### config.mk
export PLATFORM = sky130hd
export DESIGN_NAME = audio_ce_tree
export DESIGN_NICKNAME = d
export VERILOG_FILES = /design/src/rtl/audio_ce_pkg.sv /design/src/rtl/audio_ce_div.sv /design/src/rtl/audio_div_seq.sv /design/src/rtl/audio_ce_chain.sv /design/src/rtl/audio_ce_tree.sv
export SDC_FILE = /design/constraint.sdc
export NUM_CORES = 1
export LEC_CHECK = 0
export ABC_AREA = 0
export BUFFER_PORTS_ARGS = -buffer_cell sky130_fd_sc_hd__buf_2
export CAP_MARGIN = 40
export CORE_MARGIN = 10
export CORE_UTILIZATION = 30
export CTS_BUF_LIST = sky130_fd_sc_hd__clkbuf_4
export CTS_CLUSTER_SIZE = 30
export DETAILED_ROUTE_END_ITERATION = 8
export GPL_TIMING_DRIVEN = 0
export SYNTH_ARGS = -nofsm -noshare
export SYNTH_HDL_FRONTEND = slang
export SYNTH_SLANG_ARGS = --single-unit
### constraint.sdc
create_clock -name clk -period 2.4 [get_ports clk]
set_input_delay 0.48 -clock clk [delete_from_list [all_inputs] [get_ports clk]]
set_output_delay 0.48 -clock clk [all_outputs]
set_load 0.05 [all_outputs]
### src/rtl/audio_ce_pkg.sv
package audio_ce_pkg;
   localparam int PRE_W_DEF   = 7;
   localparam int MOD_W_DEF   = 7;
   localparam int PB_OSR_W    = 10;
   localparam int REC_OSR_W   = 8;
   localparam int MAX_DIV_W   = 16;
endpackage

### src/rtl/audio_ce_div.sv
module audio_ce_div #(
   parameter int W = 7
) (
   input  logic         clk,
   input  logic         rst_n,
   input  logic         en,
   input  logic         ce_in,
   input  logic [W-1:0] div_val,
   output logic         ce_out
);
   import audio_ce_pkg::*;

   initial begin
      assert (W >= 1 && W <= MAX_DIV_W) else $error("audio_ce_div: W out of range");
   end

   logic [W-1:0] cnt;
   logic [W-1:0] last;
   logic         hit;

   // value 0 wraps to all ones, so the count runs to 2**W
   assign hit    = (cnt == last);
   assign ce_out = en && ce_in && hit;

   always_ff @(posedge clk or negedge rst_n) begin
      if (!rst_n) begin
         cnt  <= '0;
         last <= '1;
      end else if (!en) begin
         cnt  <= '0;
         last <= div_val - W'(1);
      end else if (ce_in) begin
         cnt  <= hit ? '0 : cnt + W'(1);
      end
   end

   assert_frozen_R4: assert property (@(posedge clk) disable iff (!rst_n)
      (en && $past(en)) |-> $stable(last));
   assert_restart_zero_R4: assert property (@(posedge clk) disable iff (!rst_n)
      (en && !$past(en)) |-> (cnt == '0));
endmodule

### src/rtl/audio_div_seq.sv
module audio_div_seq (
   input  logic clk,
   input  logic rst_n,
   input  logic req_pre,
   input  logic req_mod,
   input  logic chan_dn,
   input  logic hold,
   output logic pre_on,
   output logic mod_on
);
   logic may_stop;
   assign may_stop = chan_dn && !hold;

   always_ff @(posedge clk or negedge rst_n) begin
      if (!rst_n) begin
         pre_on <= 1'b0;
         mod_on <= 1'b0;
      end else begin
         if (req_mod)       mod_on <= 1'b1;
         else if (may_stop) mod_on <= 1'b0;
         if (req_pre)                  pre_on <= 1'b1;
         else if (may_stop && !mod_on) pre_on <= 1'b0;
      end
   end

   assert_mod_before_pre_R8: assert property (@(posedge clk) disable iff (!rst_n)
      $fell(pre_on) |-> !$past(mod_on));
   // covers R7 and R10 for the instance they apply to
   assert_status_gate_R6: assert property (@(posedge clk) disable iff (!rst_n)
      $fell(mod_on) |-> $past(chan_dn && !hold));
   assert_start_next_R5: assert property (@(posedge clk) disable iff (!rst_n)
      $past(req_pre && rst_n) |-> pre_on);
endmodule

### src/rtl/audio_ce_chain.sv
module audio_ce_chain #(
   parameter int PRE_W = 7,
   parameter int MOD_W = 7,
   parameter int OSR_W = 10,
   parameter bit ALT   = 1'b0
) (
   input  logic             clk,
   input  logic             rst_n,
   input  logic             pre_on,
   input  logic             mod_on,
   input  logic [PRE_W-1:0] pre_val,
   input  logic [MOD_W-1:0] mod_val,
   input  logic [OSR_W-1:0] osr_val,
   input  logic             alt_ce,
   input  logic             alt_ok,
   output logic             mod_ce,
   output logic             fs_ce
);
   logic pre_ce, own_ce, own_ok, src_ce, src_ok;

   audio_ce_div #(.W(PRE_W)) u_pre (
      .clk(clk), .rst_n(rst_n), .en(pre_on), .ce_in(1'b1),
      .div_val(pre_val), .ce_out(pre_ce));

   audio_ce_div #(.W(MOD_W)) u_mod (
      .clk(clk), .rst_n(rst_n), .en(mod_on), .ce_in(pre_ce),
      .div_val(mod_val), .ce_out(own_ce));

   assign own_ok = pre_on && mod_on;

   generate
      if (ALT) begin : g_alt
         logic use_alt;
         assign use_alt = !pre_on && !mod_on;
         assign src_ce  = use_alt ? alt_ce : own_ce;
         assign src_ok  = use_alt ? alt_ok : own_ok;
      end else begin : g_own
         logic unused_alt;
         assign unused_alt = alt_ce ^ alt_ok;
         assign src_ce     = own_ce;
         assign src_ok     = own_ok;
      end
   endgenerate

   audio_ce_div #(.W(OSR_W)) u_osr (
      .clk(clk), .rst_n(rst_n), .en(src_ok), .ce_in(src_ce),
      .div_val(osr_val), .ce_out(fs_ce));

   assign mod_ce = src_ce && src_ok;

   assert_fs_on_mod_R1: assert property (@(posedge clk) disable iff (!rst_n)
      fs_ce |-> mod_ce);
   assert_no_own_pulse_R11: assert property (@(posedge clk) disable iff (!rst_n)
      !mod_on |-> !own_ce);
endmodule

### src/rtl/audio_ce_tree.sv
module audio_ce_tree #(
   parameter int PRE_W     = audio_ce_pkg::PRE_W_DEF,
   parameter int MOD_W     = audio_ce_pkg::MOD_W_DEF,
   parameter int PB_OSR_W  = audio_ce_pkg::PB_OSR_W,
   parameter int REC_OSR_W = audio_ce_pkg::REC_OSR_W
) (
   input  logic                 clk,
   input  logic                 rst_n,
   input  logic [PRE_W-1:0]     pb_pre_val,
   input  logic                 pb_pre_req,
   input  logic [MOD_W-1:0]     pb_mod_val,
   input  logic                 pb_mod_req,
   input  logic [PB_OSR_W-1:0]  pb_osr_val,
   input  logic [PRE_W-1:0]     rec_pre_val,
   input  logic                 rec_pre_req,
   input  logic [MOD_W-1:0]     rec_mod_val,
   input  logic                 rec_mod_req,
   input  logic [REC_OSR_W-1:0] rec_osr_val,
   input  logic                 pb_pwr_dn_a,
   input  logic                 pb_pwr_dn_b,
   input  logic                 rec_pwr_dn,
   output logic                 pb_mod_ce,
   output logic                 pb_fs_ce,
   output logic                 rec_mod_ce,
   output logic                 rec_fs_ce,
   output logic                 pb_pre_on,
   output logic                 pb_mod_on,
   output logic                 rec_pre_on,
   output logic                 rec_mod_on
);
   logic borrow, pb_hold, pb_dn, pb_ok;

   assign borrow  = !rec_pre_on && !rec_mod_on;
   assign pb_hold = borrow && !rec_pwr_dn;
   assign pb_dn   = pb_pwr_dn_a && pb_pwr_dn_b;
   assign pb_ok   = pb_pre_on && pb_mod_on;

   audio_div_seq u_pb_seq (
      .clk(clk), .rst_n(rst_n), .req_pre(pb_pre_req), .req_mod(pb_mod_req),
      .chan_dn(pb_dn), .hold(pb_hold), .pre_on(pb_pre_on), .mod_on(pb_mod_on));

   audio_div_seq u_rec_seq (
      .clk(clk), .rst_n(rst_n), .req_pre(rec_pre_req), .req_mod(rec_mod_req),
      .chan_dn(rec_pwr_dn), .hold(1'b0), .pre_on(rec_pre_on), .mod_on(rec_mod_on));

   audio_ce_chain #(.PRE_W(PRE_W), .MOD_W(MOD_W), .OSR_W(PB_OSR_W), .ALT(1'b0)) u_pb (
      .clk(clk), .rst_n(rst_n), .pre_on(pb_pre_on), .mod_on(pb_mod_on),
      .pre_val(pb_pre_val), .mod_val(pb_mod_val), .osr_val(pb_osr_val),
      .alt_ce(1'b0), .alt_ok(1'b0), .mod_ce(pb_mod_ce), .fs_ce(pb_fs_ce));

   audio_ce_chain #(.PRE_W(PRE_W), .MOD_W(MOD_W), .OSR_W(REC_OSR_W), .ALT(1'b1)) u_rec (
      .clk(clk), .rst_n(rst_n), .pre_on(rec_pre_on), .mod_on(rec_mod_on),
      .pre_val(rec_pre_val), .mod_val(rec_mod_val), .osr_val(rec_osr_val),
      .alt_ce(pb_mod_ce), .alt_ok(pb_ok), .mod_ce(rec_mod_ce), .fs_ce(rec_fs_ce));

   assert_borrow_mirror_R9: assert property (@(posedge clk) disable iff (!rst_n)
      (!rec_pre_on && !rec_mod_on) |-> (rec_mod_ce == pb_mod_ce));
   assert_borrow_hold_R10: assert property (@(posedge clk) disable iff (!rst_n)
      ($fell(pb_mod_on) && $past(borrow)) |-> $past(rec_pwr_dn));
endmodule

==> results.sh <==
export IMPL_run_status="finished, violations left"
export IMPL_violations_in_the_final_reports="setup timing"
export IMPL_critical_path_cell_chain="xor2_1 -> or3_4 -> nor2_4 -> a41o_4 -> nor2b_4 -> buf_8"
export IMPL_place_detailed_instances=851
export IMPL_drtAntennaViolNets=0
export IMPL_peakVddDrop_uv=302
export IMPL_tightestPinTransition_ns=0.709
export IMPL_io_buffer_count=62
export IMPL_max_slew_margin_pct=52.3
export IMPL_synthCells=563
export IMPL_sequentialPowerShare_pct=53.0
export IMPL_layout_nets=719
export IMPL_final_non_filler_cell_total=883
export IMPL_worst_skew_pair_late_latency_ns=0.47
export IMPL_syn_mean_instance_area_sq_um=9.51
export IMPL_rows=48
export IMPL_number_of_enable_flip_flop_cells_after_synthesis=0
export IMPL_die_w_um=154
export IMPL_first_global_vias=4227
export IMPL_drt_wl_total_mm=12.2
export IMPL_coreArea_sq_mm=0.0174
export IMPL_clkSinkCount=96
export IMPL_hold_path_startpoint="rec_mod_req"
export IMPL_dpl_cell_area_sq_mm=0.00600
export IMPL_detail_route_drc_violations=0
export IMPL_post_route_cell_area_sq_mm=0.00641
export IMPL_drt_first_iter_violations=236
export IMPL_power_leakage_nw=2.80
export IMPL_hold_wc_path_type="in2reg"
export IMPL_total_power_mw=4.33
export IMPL_average_via_count_per_standard_cell=4.77
export IMPL_synth_distinct_cells=48
export IMPL_design_portCount=63
export IMPL_globalRouteTotalUtil_pct=10.3
export IMPL_synth_nets=630
export IMPL_critical_path_class="reg2out"
export IMPL_power_share_combinational_pct=27.9
export IMPL_worst_endpoint_required_ns=1.92
export IMPL_async_reset_ff_share_pct=100
export IMPL_critical_path_max_fanout=4
export IMPL_crit_path_max_incr_delay_ns=0.59
export IMPL_critPathSlowestCell="sky130_fd_sc_hd__dfstp_2"
export IMPL_yosysSeqAreaShare_pct=45.9
export IMPL_wire_length_of_the_first_global_routing_pass_mm=20.6
export IMPL_ctsRootBufferMaster="sky130_fd_sc_hd__clkbuf_4"
export IMPL_grt_remaining_overflow=0
export IMPL_globalplace_congestion=0.797
export IMPL_post_route_worst_setup_slack_ns=-0.309
export IMPL_path_clk_slew_ns=0.16
export IMPL_via_count=4209
export IMPL_ys_warnings_count=0
export IMPL_dieArea_sq_mm=0.0236
export IMPL_synth_main_ff_cell="sky130_fd_sc_hd__dfrtp_1"
export IMPL_timing_fmax_mhz=369
export IMPL_r2r_slack_ns=0.05
export IMPL_crit_reg2reg_launch="u_rec_seq.mod_on"
export IMPL_buffer_levels_on_the_longest_clock_path=2
export IMPL_worst_endpoint_arrival_ns=2.23
export IMPL_synthesis_area_sq_mm=0.00535
export IMPL_post_place_ws_ns=-0.330
export IMPL_startpoint_type="flip-flop"
export IMPL_fill_cells=1807
export IMPL_timing_clock_skew_ns=0.0197
export IMPL_final_common_cell="sky130_fd_sc_hd__nand2_1"
export IMPL_maxCapViolations=0
export IMPL_internal_power_mw=2.82
export IMPL_pin_count_of_the_biggest_net_entering_global_routing=66
export IMPL_cts_tree="yes"
export IMPL_synth_seq_cells=96
export IMPL_power_density_mw_per_mm2=676
export IMPL_detailed_place_hpwl_mm=9.05
export IMPL_worst_hold_slack_ns=0.162
export IMPL_p_clk_share_pct=19.0
export IMPL_final_setup_viol_count=4
export IMPL_sw_frac_of_total_pct=35.0
export IMPL_die_h_um=154
export IMPL_period_minus_slack_ns=2.71
export IMPL_fin_crit_sh_pct=113
export IMPL_cp_end_kind="primary output"
export IMPL_final_setup_tns_ns=-1.07
export IMPL_ratio_of_cells_with_drive_above_1_in_the_final_layout_pct=26.2
export IMPL_route_detailed_wl_per_inst_um=13.8
export IMPL_timing_final_max_slew_violations=0
export IMPL_clock_buffer_count_from_cts=9
export IMPL_final_hold_viol_count=0
export IMPL_cts_htree_levels=3
export IMPL_switching_component_of_the_power_mw=1.51
export IMPL_worst_r2r_endpoint="u_rec.u_osr.cnt[0]"
export IMPL_ff2ff_path_depth=6
export IMPL_layout_area_overhead_vs_synth_pct=19.7
export IMPL_mostFrequentLayoutCells="sky130_fd_sc_hd__nand2_1, sky130_fd_sc_hd__buf_2, sky130_fd_sc_hd__xor2_1, sky130_fd_sc_hd__o21ai_0, sky130_fd_sc_hd__dfstp_2"
export IMPL_worst_hold_path_stage_count=2
export IMPL_start_util_pct=30.7
export IMPL_final_core_util_pct=36.8
export IMPL_first_pass_detailed_route_iteration_total=4
export IMPL_unrepaired_setup_endpoints_after_global_routing="true"
export IMPL_antenna_violations_before_repair=1
export IMPL_worst_hold_path_endpoint="u_rec_seq.mod_on"
==> sequential cells by signal, indices dropped and copies added, names as in the netlist, 7 cells and up <==
signal,flops
u_rec.u_mod.cnt,7
u_pb.u_osr.last,10
u_pb.u_pre.cnt,7
u_pb.u_mod.last,7
u_rec.u_pre.last,7
u_pb.u_osr.cnt,10
u_pb.u_mod.cnt,7
u_rec.u_osr.cnt,8
u_pb.u_pre.last,7
u_rec.u_osr.last,8
u_rec.u_mod.last,7
u_rec.u_pre.cnt,7
==> kinds of logic (layout without fill, tap and decap cells) <==
kind of cell / count (synthesis) / after routing / synth area share [%]
multiplexers: 6 / 6 / 1.15
AND/OR/NAND/NOR: 216 / 216 / 20.0
buffers and inverters: 39 / 133 / 2.78
XOR/XNOR: 97 / 97 / 15.9
adder cells (fa/ha/maj): 12 / 12 / 2.80
other: 0 / 1 / 0
flip-flops: 96 / 96 / 45.9
AO/OA/AOI/OAI: 97 / 97 / 11.5
==> power by group through the flow <==
stage	logic, mW	registers (mW)	clock network [mW]
finish	1.21	2.30	0.825
global route	1.39	2.34	0.925
CTS	1.12	2.30	0.860
detailed placement	1.03	2.32	0
global placement	0.999	2.32	0
floorplan	0.754	2.26	0
==> worst max-delay path: cells and delay by family, from the launching register on <==
kind,cells,cell delay [ns]
AND/OR/NAND/NOR,3,0.70
flip-flops,1,0.59
AO/OA/AOI/OAI,1,0.24
buffers and inverters,1,0.15
XOR/XNOR,1,0.08
==> layer usage <==
metal / wire length (um) / vias up / share of wire (%) / global-route usage (%)
met5: 0 / - / 0 / 0
met4: 141 / 0 / 1.2 / 3.24
met3: 409 / 11 / 3.4 / 2.57
met2: 5580 / 49 / 46 / 16.1
met1: 6030 / 2017 / 50 / 13.7
li1: - / 2132 / - / -
==> synth_stat cells, types with 2 or more instances <==
master / instances / share of area (%)
sky130_fd_sc_hd__nor2b_1: 2 / 0.23
sky130_fd_sc_hd__nor3_1: 18 / 1.7
sky130_fd_sc_hd__a41oi_1: 4 / 0.65
sky130_fd_sc_hd__a31oi_1: 7 / 0.82
sky130_fd_sc_hd__nand2_1: 71 / 5.0
sky130_fd_sc_hd__a21o_1: 2 / 0.28
sky130_fd_sc_hd__nor3b_1: 3 / 0.42
sky130_fd_sc_hd__or2_2: 3 / 0.35
sky130_fd_sc_hd__buf_2: 2 / 0.19
sky130_fd_sc_hd__nand2b_1: 4 / 0.47
sky130_fd_sc_hd__and3_1: 13 / 1.5
sky130_fd_sc_hd__or4_1: 4 / 0.56
sky130_fd_sc_hd__a22o_1: 5 / 0.82
sky130_fd_sc_hd__o21ai_0: 50 / 4.7
sky130_fd_sc_hd__inv_1: 23 / 1.6
sky130_fd_sc_hd__xnor2_1: 44 / 7.2
sky130_fd_sc_hd__nand3_1: 23 / 2.2
sky130_fd_sc_hd__a221o_1: 5 / 0.93
sky130_fd_sc_hd__clkbuf_1: 14 / 0.98
sky130_fd_sc_hd__mux2i_1: 5 / 0.93
sky130_fd_sc_hd__nor4b_1: 2 / 0.33
sky130_fd_sc_hd__dfrtp_1: 50 / 23
sky130_fd_sc_hd__a21oi_1: 5 / 0.47
sky130_fd_sc_hd__or3_1: 9 / 1.1
sky130_fd_sc_hd__and2_1: 5 / 0.58
sky130_fd_sc_hd__nor2_1: 42 / 2.9
sky130_fd_sc_hd__o21ai_1: 4 / 0.37
sky130_fd_sc_hd__o2bb2ai_1: 6 / 0.98
sky130_fd_sc_hd__nor4_1: 8 / 0.93
sky130_fd_sc_hd__o221ai_1: 4 / 0.65
sky130_fd_sc_hd__ha_1: 12 / 2.8
sky130_fd_sc_hd__dfstp_2: 46 / 23
sky130_fd_sc_hd__xor2_1: 53 / 8.7
==> final cells by class <==
type                            count  area, sq um  share of cell area, %
Inverter                           23         86.3                   1.35
Antenna cell                        1         2.50                 0.0390
Tap cell                          225          282                   4.39
Multi-Input combinational cell    428         2890                   45.1
Timing Repair Buffer               80          507                   7.91
Sequential cell                    96         2470                   38.5
Buffer                             14         56.3                  0.878
Clock inverter                      7         55.1                  0.859
Clock buffer                        9         67.6                   1.05
==> worst max-delay path by stage <==
stage / start / endpoint / slack (ns)
after floorplan: u_pb.u_mod.last[2] / pb_fs_ce / -0.12
after global placement: rst_n / u_rec_seq.mod_on / -0.34
after detailed placement: u_rec.u_pre.last[3] / rec_fs_ce / -0.33
after CTS: u_rec.u_pre.last[1] / rec_fs_ce / -0.45
after global routing: u_rec.u_mod.cnt[2] / rec_fs_ce / -0.46
final: u_pb.u_mod.last[1] / rec_fs_ce / -0.31
==> timing repair <==
item,CTS,global route
hold buffers,1,0
gates resized for setup,27,13
setup endpoints to repair,4,13
pin swaps,8,6
setup buffers,9,7
cloned,0,0
hold endpoints to repair,15,0
Power figures use the tool's default switching activity.
